$ cat config.mk
export PLATFORM = sky130hd
export DESIGN_NAME = tc_channel
export DESIGN_NICKNAME = d
export VERILOG_FILES = /design/src/rtl/tc_pkg.sv /design/src/rtl/tc_regs.sv /design/src/rtl/tc_counter.sv /design/src/rtl/tc_wave.sv /design/src/rtl/tc_irq.sv /design/src/rtl/tc_channel.sv
export SDC_FILE = /design/constraint.sdc
export NUM_CORES = 1
export LEC_CHECK = 0
export ABC_AREA = 1
export BUFFER_PORTS_ARGS = -buffer_cell sky130_fd_sc_hd__buf_2
export CORE_ASPECT_RATIO = 0.8
export CORE_MARGIN = 1
export CORE_UTILIZATION = 45
export CTS_BUF_LIST = sky130_fd_sc_hd__clkbuf_4
export CTS_CLUSTER_DIAMETER = 40
export DETAILED_ROUTE_END_ITERATION = 7
export GPL_TIMING_DRIVEN = 0
export SYNTH_ARGS = -nofsm -noshare
export SYNTH_HDL_FRONTEND = slang
export SYNTH_SLANG_ARGS = --single-unit
$ cat constraint.sdc
create_clock -name clk_i -period 1.9 [get_ports clk_i]
set_clock_uncertainty 0.2 [all_clocks]
set_input_delay 0.38 -clock clk_i [delete_from_list [all_inputs] [get_ports clk_i]]
set_output_delay 0.38 -clock clk_i [all_outputs]
set_load 0.1 [all_outputs]
$ cat src/rtl/tc_pkg.sv
package tc_pkg;
  localparam int unsigned ADDR_W  = 3;
  localparam int unsigned FLAG_W  = 3;
  localparam int unsigned RUN_BIT = 4;

  localparam logic [ADDR_W-1:0] A_MODE = 3'd0;
  localparam logic [ADDR_W-1:0] A_RA   = 3'd1;
  localparam logic [ADDR_W-1:0] A_RC   = 3'd2;
  localparam logic [ADDR_W-1:0] A_CMD  = 3'd3;
  localparam logic [ADDR_W-1:0] A_IEN  = 3'd4;
  localparam logic [ADDR_W-1:0] A_IDIS = 3'd5;
  localparam logic [ADDR_W-1:0] A_STAT = 3'd6;
  localparam logic [ADDR_W-1:0] A_CV   = 3'd7;

  localparam int unsigned F_WRAP = 0;
  localparam int unsigned F_RA   = 1;
  localparam int unsigned F_RC   = 2;

  typedef struct packed {
    logic start;
    logic stop;
    logic trig;
  } cmd_t;

  typedef struct packed {
    logic stop_on_rc;
    logic reload;
  } mode_t;
endpackage

$ cat src/rtl/tc_regs.sv
module tc_regs
  import tc_pkg::*;
#(
  parameter int unsigned CNT_W = 16
) (
  input  logic              clk_i,
  input  logic              rst_ni,
  input  logic              we_i,
  input  logic [ADDR_W-1:0] addr_i,
  input  logic [CNT_W-1:0]  wdata_i,
  output mode_t             mode_o,
  output logic [CNT_W-1:0]  ra_o,
  output logic [CNT_W-1:0]  rc_o,
  output logic [FLAG_W-1:0] mask_o,
  output cmd_t              cmd_o
);
  mode_t             mode_q;
  logic [CNT_W-1:0]  ra_q, rc_q;
  logic [FLAG_W-1:0] mask_q;

  always_ff @(posedge clk_i or negedge rst_ni) begin
    if (!rst_ni) begin
      mode_q <= '0;
      ra_q   <= '0;
      rc_q   <= '0;
      mask_q <= '0;
    end else if (we_i) begin
      unique case (addr_i)
        A_MODE:  mode_q <= mode_t'(wdata_i[1:0]);
        A_RA:    ra_q   <= wdata_i;
        A_RC:    rc_q   <= wdata_i;
        A_IEN:   mask_q <= mask_q | wdata_i[FLAG_W-1:0];
        A_IDIS:  mask_q <= mask_q & ~wdata_i[FLAG_W-1:0];
        default: ;
      endcase
    end
  end

  always_comb begin
    cmd_o = '0;
    if (we_i && addr_i == A_CMD) begin
      cmd_o.start = wdata_i[0];
      cmd_o.stop  = wdata_i[1];
      cmd_o.trig  = wdata_i[2];
    end
  end

  assign mode_o = mode_q;
  assign ra_o   = ra_q;
  assign rc_o   = rc_q;
  assign mask_o = mask_q;

  AST_IDIS_CLEARS: assert property (@(posedge clk_i) disable iff (!rst_ni)
    (we_i && addr_i == A_IDIS) |=> ((mask_q & $past(wdata_i[FLAG_W-1:0])) == '0));
endmodule

$ cat src/rtl/tc_counter.sv
module tc_counter
  import tc_pkg::*;
#(
  parameter int unsigned CNT_W = 16
) (
  input  logic             clk_i,
  input  logic             rst_ni,
  input  logic             cnt_en_i,
  input  mode_t            mode_i,
  input  logic [CNT_W-1:0] ra_i,
  input  logic [CNT_W-1:0] rc_i,
  input  cmd_t             cmd_i,
  output logic [CNT_W-1:0] cnt_o,
  output logic             running_o,
  output logic             ra_hit_o,
  output logic             rc_hit_o,
  output logic             wrap_o
);
  localparam logic [CNT_W-1:0] CNT_MAX = '1;

  logic [CNT_W-1:0] cnt_q, cnt_d;
  logic             run_q, run_d;
  logic             tick;

  assign tick     = run_q & cnt_en_i;
  assign ra_hit_o = tick & (cnt_q == ra_i);
  assign rc_hit_o = tick & (cnt_q == rc_i);
  // a reload at the top value is a reload, not a wrap
  assign wrap_o   = tick & (cnt_q == CNT_MAX) & ~(mode_i.reload & rc_hit_o);

  always_comb begin
    cnt_d = cnt_q;
    if (cmd_i.trig)                       cnt_d = '0;
    else if (tick) begin
      if (mode_i.reload && rc_hit_o)      cnt_d = '0;
      else                                cnt_d = cnt_q + 1'b1;
    end
  end

  always_comb begin
    run_d = run_q;
    if (cmd_i.stop)                          run_d = 1'b0;
    else if (cmd_i.start)                    run_d = 1'b1;
    else if (rc_hit_o && mode_i.stop_on_rc)  run_d = 1'b0;
  end

  always_ff @(posedge clk_i or negedge rst_ni) begin
    if (!rst_ni) begin
      cnt_q <= '0;
      run_q <= 1'b0;
    end else begin
      cnt_q <= cnt_d;
      run_q <= run_d;
    end
  end

  assign cnt_o     = cnt_q;
  assign running_o = run_q;

  AST_HOLD_IDLE: assert property (@(posedge clk_i) disable iff (!rst_ni)
    (!(run_q && cnt_en_i) && !cmd_i.trig) |=> $stable(cnt_q));
  AST_DIS_WINS: assert property (@(posedge clk_i) disable iff (!rst_ni)
    cmd_i.stop |=> !run_q);
  AST_TRIG_ZERO: assert property (@(posedge clk_i) disable iff (!rst_ni)
    cmd_i.trig |=> (cnt_q == '0));
  AST_RELOAD: assert property (@(posedge clk_i) disable iff (!rst_ni)
    (run_q && cnt_en_i && mode_i.reload && cnt_q == rc_i) |=> (cnt_q == '0));
  AST_ONESHOT: assert property (@(posedge clk_i) disable iff (!rst_ni)
    (run_q && cnt_en_i && mode_i.stop_on_rc && cnt_q == rc_i && !cmd_i.start) |=> !run_q);
endmodule

$ cat src/rtl/tc_wave.sv
module tc_wave (
  input  logic clk_i,
  input  logic rst_ni,
  input  logic ra_hit_i,
  input  logic rc_hit_i,
  output logic wave_o
);
  logic wave_q;

  always_ff @(posedge clk_i or negedge rst_ni) begin
    if (!rst_ni)       wave_q <= 1'b0;
    else if (rc_hit_i) wave_q <= 1'b0;
    else if (ra_hit_i) wave_q <= 1'b1;
  end

  assign wave_o = wave_q;

  AST_RC_CLEARS: assert property (@(posedge clk_i) disable iff (!rst_ni)
    rc_hit_i |=> !wave_o);
  AST_RA_SETS: assert property (@(posedge clk_i) disable iff (!rst_ni)
    (ra_hit_i && !rc_hit_i) |=> wave_o);
endmodule

$ cat src/rtl/tc_irq.sv
module tc_irq
  import tc_pkg::*;
(
  input  logic              clk_i,
  input  logic              rst_ni,
  input  logic [FLAG_W-1:0] set_i,
  input  logic              clr_i,
  input  logic [FLAG_W-1:0] mask_i,
  output logic [FLAG_W-1:0] flags_o,
  output logic              irq_o
);
  logic [FLAG_W-1:0] flags_q;

  // a same-cycle event survives the read-clear
  always_ff @(posedge clk_i or negedge rst_ni) begin
    if (!rst_ni) flags_q <= '0;
    else         flags_q <= (clr_i ? '0 : flags_q) | set_i;
  end

  assign flags_o = flags_q;
  assign irq_o   = |(flags_q & mask_i);

  AST_FLAG_SET: assert property (@(posedge clk_i) disable iff (!rst_ni)
    (|set_i) |=> ((flags_q & $past(set_i)) == $past(set_i)));
  AST_CLR_ON_READ: assert property (@(posedge clk_i) disable iff (!rst_ni)
    (clr_i && set_i == '0) |=> (flags_q == '0));
  AST_IRQ_MASKED: assert property (@(posedge clk_i) disable iff (!rst_ni)
    (mask_i == '0) |-> !irq_o);
endmodule

$ cat src/rtl/tc_channel.sv
module tc_channel
  import tc_pkg::*;
#(
  parameter int unsigned CNT_W = 16
) (
  input  logic              clk_i,
  input  logic              rst_ni,
  input  logic              cnt_en_i,
  input  logic              reg_we_i,
  input  logic              reg_re_i,
  input  logic [ADDR_W-1:0] reg_addr_i,
  input  logic [CNT_W-1:0]  reg_wdata_i,
  output logic [CNT_W-1:0]  reg_rdata_o,
  output logic              wave_o,
  output logic              irq_o
);
  mode_t             mode;
  cmd_t              cmd;
  logic [CNT_W-1:0]  ra, rc, cnt;
  logic [FLAG_W-1:0] mask, flags, events;
  logic              running, ra_hit, rc_hit, wrap;

  tc_regs #(.CNT_W(CNT_W)) regs_i (
    .clk_i, .rst_ni,
    .we_i(reg_we_i), .addr_i(reg_addr_i), .wdata_i(reg_wdata_i),
    .mode_o(mode), .ra_o(ra), .rc_o(rc), .mask_o(mask), .cmd_o(cmd)
  );

  tc_counter #(.CNT_W(CNT_W)) cnt_i (
    .clk_i, .rst_ni, .cnt_en_i,
    .mode_i(mode), .ra_i(ra), .rc_i(rc), .cmd_i(cmd),
    .cnt_o(cnt), .running_o(running),
    .ra_hit_o(ra_hit), .rc_hit_o(rc_hit), .wrap_o(wrap)
  );

  tc_wave wave_i (
    .clk_i, .rst_ni, .ra_hit_i(ra_hit), .rc_hit_i(rc_hit), .wave_o
  );

  always_comb begin
    events         = '0;
    events[F_WRAP] = wrap;
    events[F_RA]   = ra_hit;
    events[F_RC]   = rc_hit;
  end

  tc_irq irq_i (
    .clk_i, .rst_ni,
    .set_i(events), .clr_i(reg_re_i && reg_addr_i == A_STAT),
    .mask_i(mask), .flags_o(flags), .irq_o
  );

  always_comb begin
    reg_rdata_o = '0;
    unique case (reg_addr_i)
      A_MODE: reg_rdata_o[1:0] = mode;
      A_RA:   reg_rdata_o = ra;
      A_RC:   reg_rdata_o = rc;
      A_IEN:  reg_rdata_o[FLAG_W-1:0] = mask;
      A_STAT: begin
        reg_rdata_o[FLAG_W-1:0] = flags;
        reg_rdata_o[RUN_BIT]    = running;
      end
      A_CV:   reg_rdata_o = cnt;
      default: ;
    endcase
  end
endmodule

Word-level counts from Yosys, hierarchy flattened
Index checks and enable logic that the tools add are counted.
{ "classes": {"reduce_logical": 14, "n_div": 0, "bitwise_logic": 12, "add_sub_neg": 1, "multipliers": 0, "eq_ne": 10, "order_cmp": 0, "n_mux": 16, "n_shift": 0} }
{ "op_table": {"columns": ["cell", "n"], "rows": [
  ["$mux W16", 3],
  ["$pmux W11 S3", 1],
  ["$eq A16 B16 Y1", 2],
  ["$add A16 B1 Y16 const B", 1],
  ["$eq A16 B16 Y1 const B", 1],
  ["$eq A3 B3 Y1 const B", 4],
  ["$pmux W2 S6", 1],
  ["$reduce_and A2 Y1", 4],
  ["$and A1 B1 Y1", 6],
  ["$and A3 B3 Y3", 2],
  ["$eq A3 B2 Y1 const B", 2],
  ["$mux W3", 2],
  ["$or A3 B3 Y3", 2],
  ["$pmux W3 S2", 1],
  ["$reduce_bool A2 Y1", 3],
  ["$mux W1", 5],
  ["$pmux W1 S5", 1],
  ["$logic_and A1 B1 Y1", 4],
  ["$pmux W1 S4", 1],
  ["$eq A3 B1 Y1 const B", 1],
  ["$logic_not A3 Y1", 1],
  ["$not A3 Y3", 1],
  ["$pmux W1 S3", 1],
  ["$reduce_bool A3 Y1", 1],
  ["2 further kinds", 2]
]} }
{ "totals": {"mem_count": 0, "rom_bits": 0, "latch_bits": 0, "input_bits": 24, "output_inout_bits": 18, "regBits": 58, "ram_bits": 0} }

Longest topological paths before layout
{ "logic_depth": {"word_depth": 6, "mapped_depth": 11} }

Hierarchy
Synthesis repeated with hierarchy kept, for this count alone.
{ "hier_totals": {"cells_unflattened": 573, "area_unflattened_um2": 3891.2} }
{ "by_module_without_submodules": {"columns": ["module", "n_inst", "area_each_um2", "cells_each"], "rows": [
  ["tc_counter", 1, 1666.6, 269],
  ["tc_regs", 1, 1565.3, 181],
  ["tc_channel", 1, 501.7, 107],
  ["tc_irq", 1, 125.1, 13],
  ["tc_wave", 1, 32.5, 3]
]} }

Worst setup path after synthesis
Ideal clock, no wire load.
{ "synth_path": {"kind": "in2out", "start": "input reg_addr_i[0]", "end": "output reg_rdata_o[5]", "cell_stages": 5, "slack_ns": -1.221, "arrival_ns": 2.541, "path_buffers": 1, "cell_sequence": "buf_4 > nand2_4 > nor2_2 > inv_1 > o221ai_1"} }
{ "synth_via": {"elab_chain_cells": 2, "word_cells_on_any_way": 4} }
{ "synth_lines": {"columns": ["item", "line", "text"], "rows": [
  ["from (decl)", "tc_channel.sv:11", "input logic [ADDR_W-1:0] reg_addr_i,"],
  ["$eq A3 B3 Y1, or another cell as far along", "tc_channel.sv:55", "unique case (reg_addr_i)"],
  ["$pmux W11 S3 *", "tc_channel.sv:55", null],
  ["to (decl)", "tc_channel.sv:13", "output logic [CNT_W-1:0] reg_rdata_o,"]
]} }
Mark *: on every way between the ends. The rest lies on a longest branch, timed or not.

Worst setup path after layout
{ "layout_path": {"start": "register regs_i.ra_q[0], in the netlist regs_i.ra_o[0]", "end": "output reg_rdata_o[0]"} }
{ "layout_via": {"elab_chain_cells": 1} }
{ "layout_lines": {"columns": ["item", "line", "text"], "rows": [
  ["from (decl)", "tc_regs.sv:18", "logic [CNT_W-1:0] ra_q, rc_q;"],
  ["from (signal assigned)", "tc_regs.sv:30", "A_RA: ra_q <= wdata_i;"],
  ["$pmux W2 S6", "tc_channel.sv:55", null]
]} }
No other way between the ends.

==> flow_summary_export.csv <==
group,metric,value,unit
synthesis,ys_seq_area_share,43.0,%
drt,drtPass1Iterations,5,
clocking,root_buffer,"clkbuf_4",
layout,layout.area.seq,1470,um^2
clocking,cts_sinks,58,
clocking,path_clk_slew,0.11,ns
global_route,grt-ovfl-total,0,
floorplan,core,7060,um^2
synthesis,synth_seq_cells,58,
global_route,grt_max_degree,59,
layout,drive_above_1_share,35.1,%
drt,routedWlPerCell,17.5,um
floorplan,die_y,79.5,um
drt,drtIter0Drc,284,
layout,fin_cells,659,
synthesis,netlist_area,3380,um^2
pwr,power,0.00449,W
critical_path,crit_type,"reg2out",
floorplan,io_pins,42,
critical_path,setup.worst_path.end_class,"primary output",
synthesis,yosys_warnings,0,
sta,hold_viol,0,
drt,drtAntennaViolNets,0,
critical_path,critPathLaunchType,"flop",
synthesis,syn_inst,455,
drt,viasPerCell,5.57,
min_path,min_from,"reg_wdata_i[11]",
synthesis,yosys.area.top_type_share,43.0,%
sta,finalSetupViolations,15,
drt,drt-total-wl,11.5,mm
global_route,grt_pass1_wl,17.4,mm
drt,drc_errors,0,
clocking,cts_buffers,9,
global_route,grt_usage,30.2,%
synthesis,synth.distinct_cells,36,
synthesis,synth_largest_area_cell,"dfrtp_1",
sta,fin_tns_setup,-1.51,ns
floorplan,die_area,7850,um^2
layout,fillers,539,
floorplan,die_w,98.8,um
layout,post-route-util,71.9,%
layout,fin_nets,592,
sta,rsz0062_at_grt,"yes",
synthesis,avgSynthCellArea,7.42,um^2
sta,relSlewSlack,51.2,%
sta,fin_ws,-0.338,ns
drt,vias,3671,
flow_run,max-cap-violations,0,
layout,final_cell_mix,"134 x nand2_1, 51 x buf_4, 47 x dfrtp_1, 41 x inv_1, 41 x o21ai_0",
placement,gp_congestion,0.881,
critical_path,crit_required,1.32,ns
placement,numPortBuffers,40,
layout,diodes,0,
min_path,holdPathStages,3,
critical_path,crit_fanout,3,
sta,period_needed,2.24,ns
pwr,vdd_drop_max,665,uV
placement,place_inst,582,
floorplan,start_util,47.8,%
placement,dpl.hpwl,7.20,mm
pwr,power.density,885,nW/um^2
sta,drv_slew,0,
synthesis,synth_nets,480,
critical_path,rr_startpoint,"cnt_i.cnt_o[12]",
critical_path,reg2regPathDepth,8,
clocking,cts_tree,"done",
critical_path,r2r_slack,0.02,ns
pwr,p_leak,2.37,nW
clocking,h-tree-depth,3,
min_path,hold_class,"in2reg",
sta,fin_crit_sh,118,%
layout,area_delta_synth_final,50.3,%
sta,worst_slew_pin_slew,0.733,ns
status,status,"complete, but fails checks",
clocking,clock_latency,0.43,ns
layout,multi_input_area,2000,um^2
placement,pre_cts_ws,-0.706,ns
critical_path,r2r_end,"cnt_i.cnt_o[3]",
critical_path,crit_arrival,1.66,ns
global_route,antenna_found_initial,0,
floorplan,placementRows,27,
status,violations,"negative setup slack",
clocking,cts_buffer_depth,2,
layout,mostFrequentLayoutCell,"nand2_1",
synthesis,synth_area_leaders,"dfrtp_1 43%, nand2_1 16%, o21ai_0 6.5%, inv_1 6.0%, nor2_1 3.9%",
sta,max_freq,0.447,GHz
global_route,grt_pass1_vias,3302,
min_path,holdPathEnd,"regs_i.ra_o[11]",
flip-flops by register name, indices dropped and copies added, names as in the netlist, named ones only:
| signal | cells |
|---|---|
| regs_i.mode_o | 2 |
| cnt_i.running_o | 1 |
| regs_i.ra_o | 16 |
| regs_i.rc_o | 16 |
| cnt_i.cnt_o | 16 |
| irq_i.flags_o | 3 |
| wave_i.wave_o | 1 |
Yosys cell counts:
| library cell | n |
|---|---|
| nand2_1 | 140 |
| dfrtp_1 | 58 |
| inv_1 | 54 |
| o21ai_0 | 44 |
| nor2_1 | 35 |
| nand3_1 | 18 |
| xor2_1 | 13 |
| o221ai_1 | 10 |
| nand4_1 | 8 |
| inv_2 | 7 |
| buf_2 | 6 |
| xnor2_1 | 6 |
| nor2_2 | 5 |
| nor3_1 | 5 |
| a21oi_1 | 4 |
| clkbuf_1 | 4 |
| nand2_2 | 4 |
| o21ai_1 | 4 |
| o22ai_1 | 4 |
| a22oi_1 | 3 |
| nand2_4 | 3 |
| o21a_1 | 3 |
| buf_4 | 2 |
| nor4_1 | 2 |
| o211ai_1 | 2 |
| a21boi_0 | 1 |
| a221oi_1 | 1 |
| buf_6 | 1 |
| clkbuf_2 | 1 |
| ha_1 | 1 |
| nand3b_1 | 1 |
| nand4_2 | 1 |
| nor2_4 | 1 |
| nor3_2 | 1 |
| nor3_4 | 1 |
| o2111ai_1 | 1 |
critical path, cell delays in order, from the launching register on:
cell,delay (ns)
dfrtp_1,0.45
inv_1,0.11
o21ai_1,0.09
a221oi_2,0.28
nand3_4,0.12
buf_12,0.18
metrics by stage:
stage                     area [um^2]  hold slack, ns
final                            5070         0.00991
after global routing             5070          0.0148
after CTS                        4730        0.000896
after detailed placement         3870           0.303
after global placement           3870           0.304
after floorplan                  3570          -0.116
how the worst max path moves through the flow:
stage	start	end	slack (ns)	cells after the start
4_1_cts	regs_i.mode_o[0]	reg_rdata_o[0]	-0.29	5
5_1_grt	regs_i.mode_o[0]	reg_rdata_o[0]	-0.38	5
3_3_place_gp	reg_addr_i[1]	reg_rdata_o[10]	-0.72	7
6_report	regs_i.ra_o[0]	reg_rdata_o[0]	-0.34	5
2_1_floorplan	reg_addr_i[0]	reg_rdata_o[12]	-1.0	5
3_5_place_dp	reg_addr_i[1]	reg_rdata_o[10]	-0.71	7
layer usage:
layer / vias up / part of all wire (%) / global-route usage [%]
met2: 179 / 41 / 43.1
met1: 1745 / 46 / 45.3
met3: 37 / 9.9 / 7.53
met4: 0 / 2.6 / 7.46
met5: - / 0 / 0
li1: 1710 / - / -
cell type report:
cell class	instances	share of cell area, %
multi-input combinational	322	39.3
sequential	58	28.9
timing repair buffer	104	20.3
inverter	61	5.05
buffer	11	2.14
tap	87	2.14
clock buffer	10	1.48
clock inverter	6	0.666
logic make-up (layout without fill, tap and decap cells):
group,after synthesis,in the layout,share of synthesized area (%)
compound gates,77,77,13.6
xor+xnor,19,19,4.93
simple gates,225,225,29.1
flops,58,58,43.0
fa+ha+maj,1,1,0.371
buf+inv,75,192,9.04
repair_timing:
action	4_1_cts	5_1_grt
gates cloned	1	1
setup buffers	37	18
hold buffers	6	1
hold endpoints to repair	7	58
pin swaps	19	22
gates resized for setup	112	45
setup endpoints to repair	28	32
where the power goes:
part / internal, W / switching [W]
Combinational: 0.000762 / 0.00114
Sequential: 0.00147 / 0.000310
Clock: 0.000272 / 0.000537
Power figures use the tool's default switching activity.
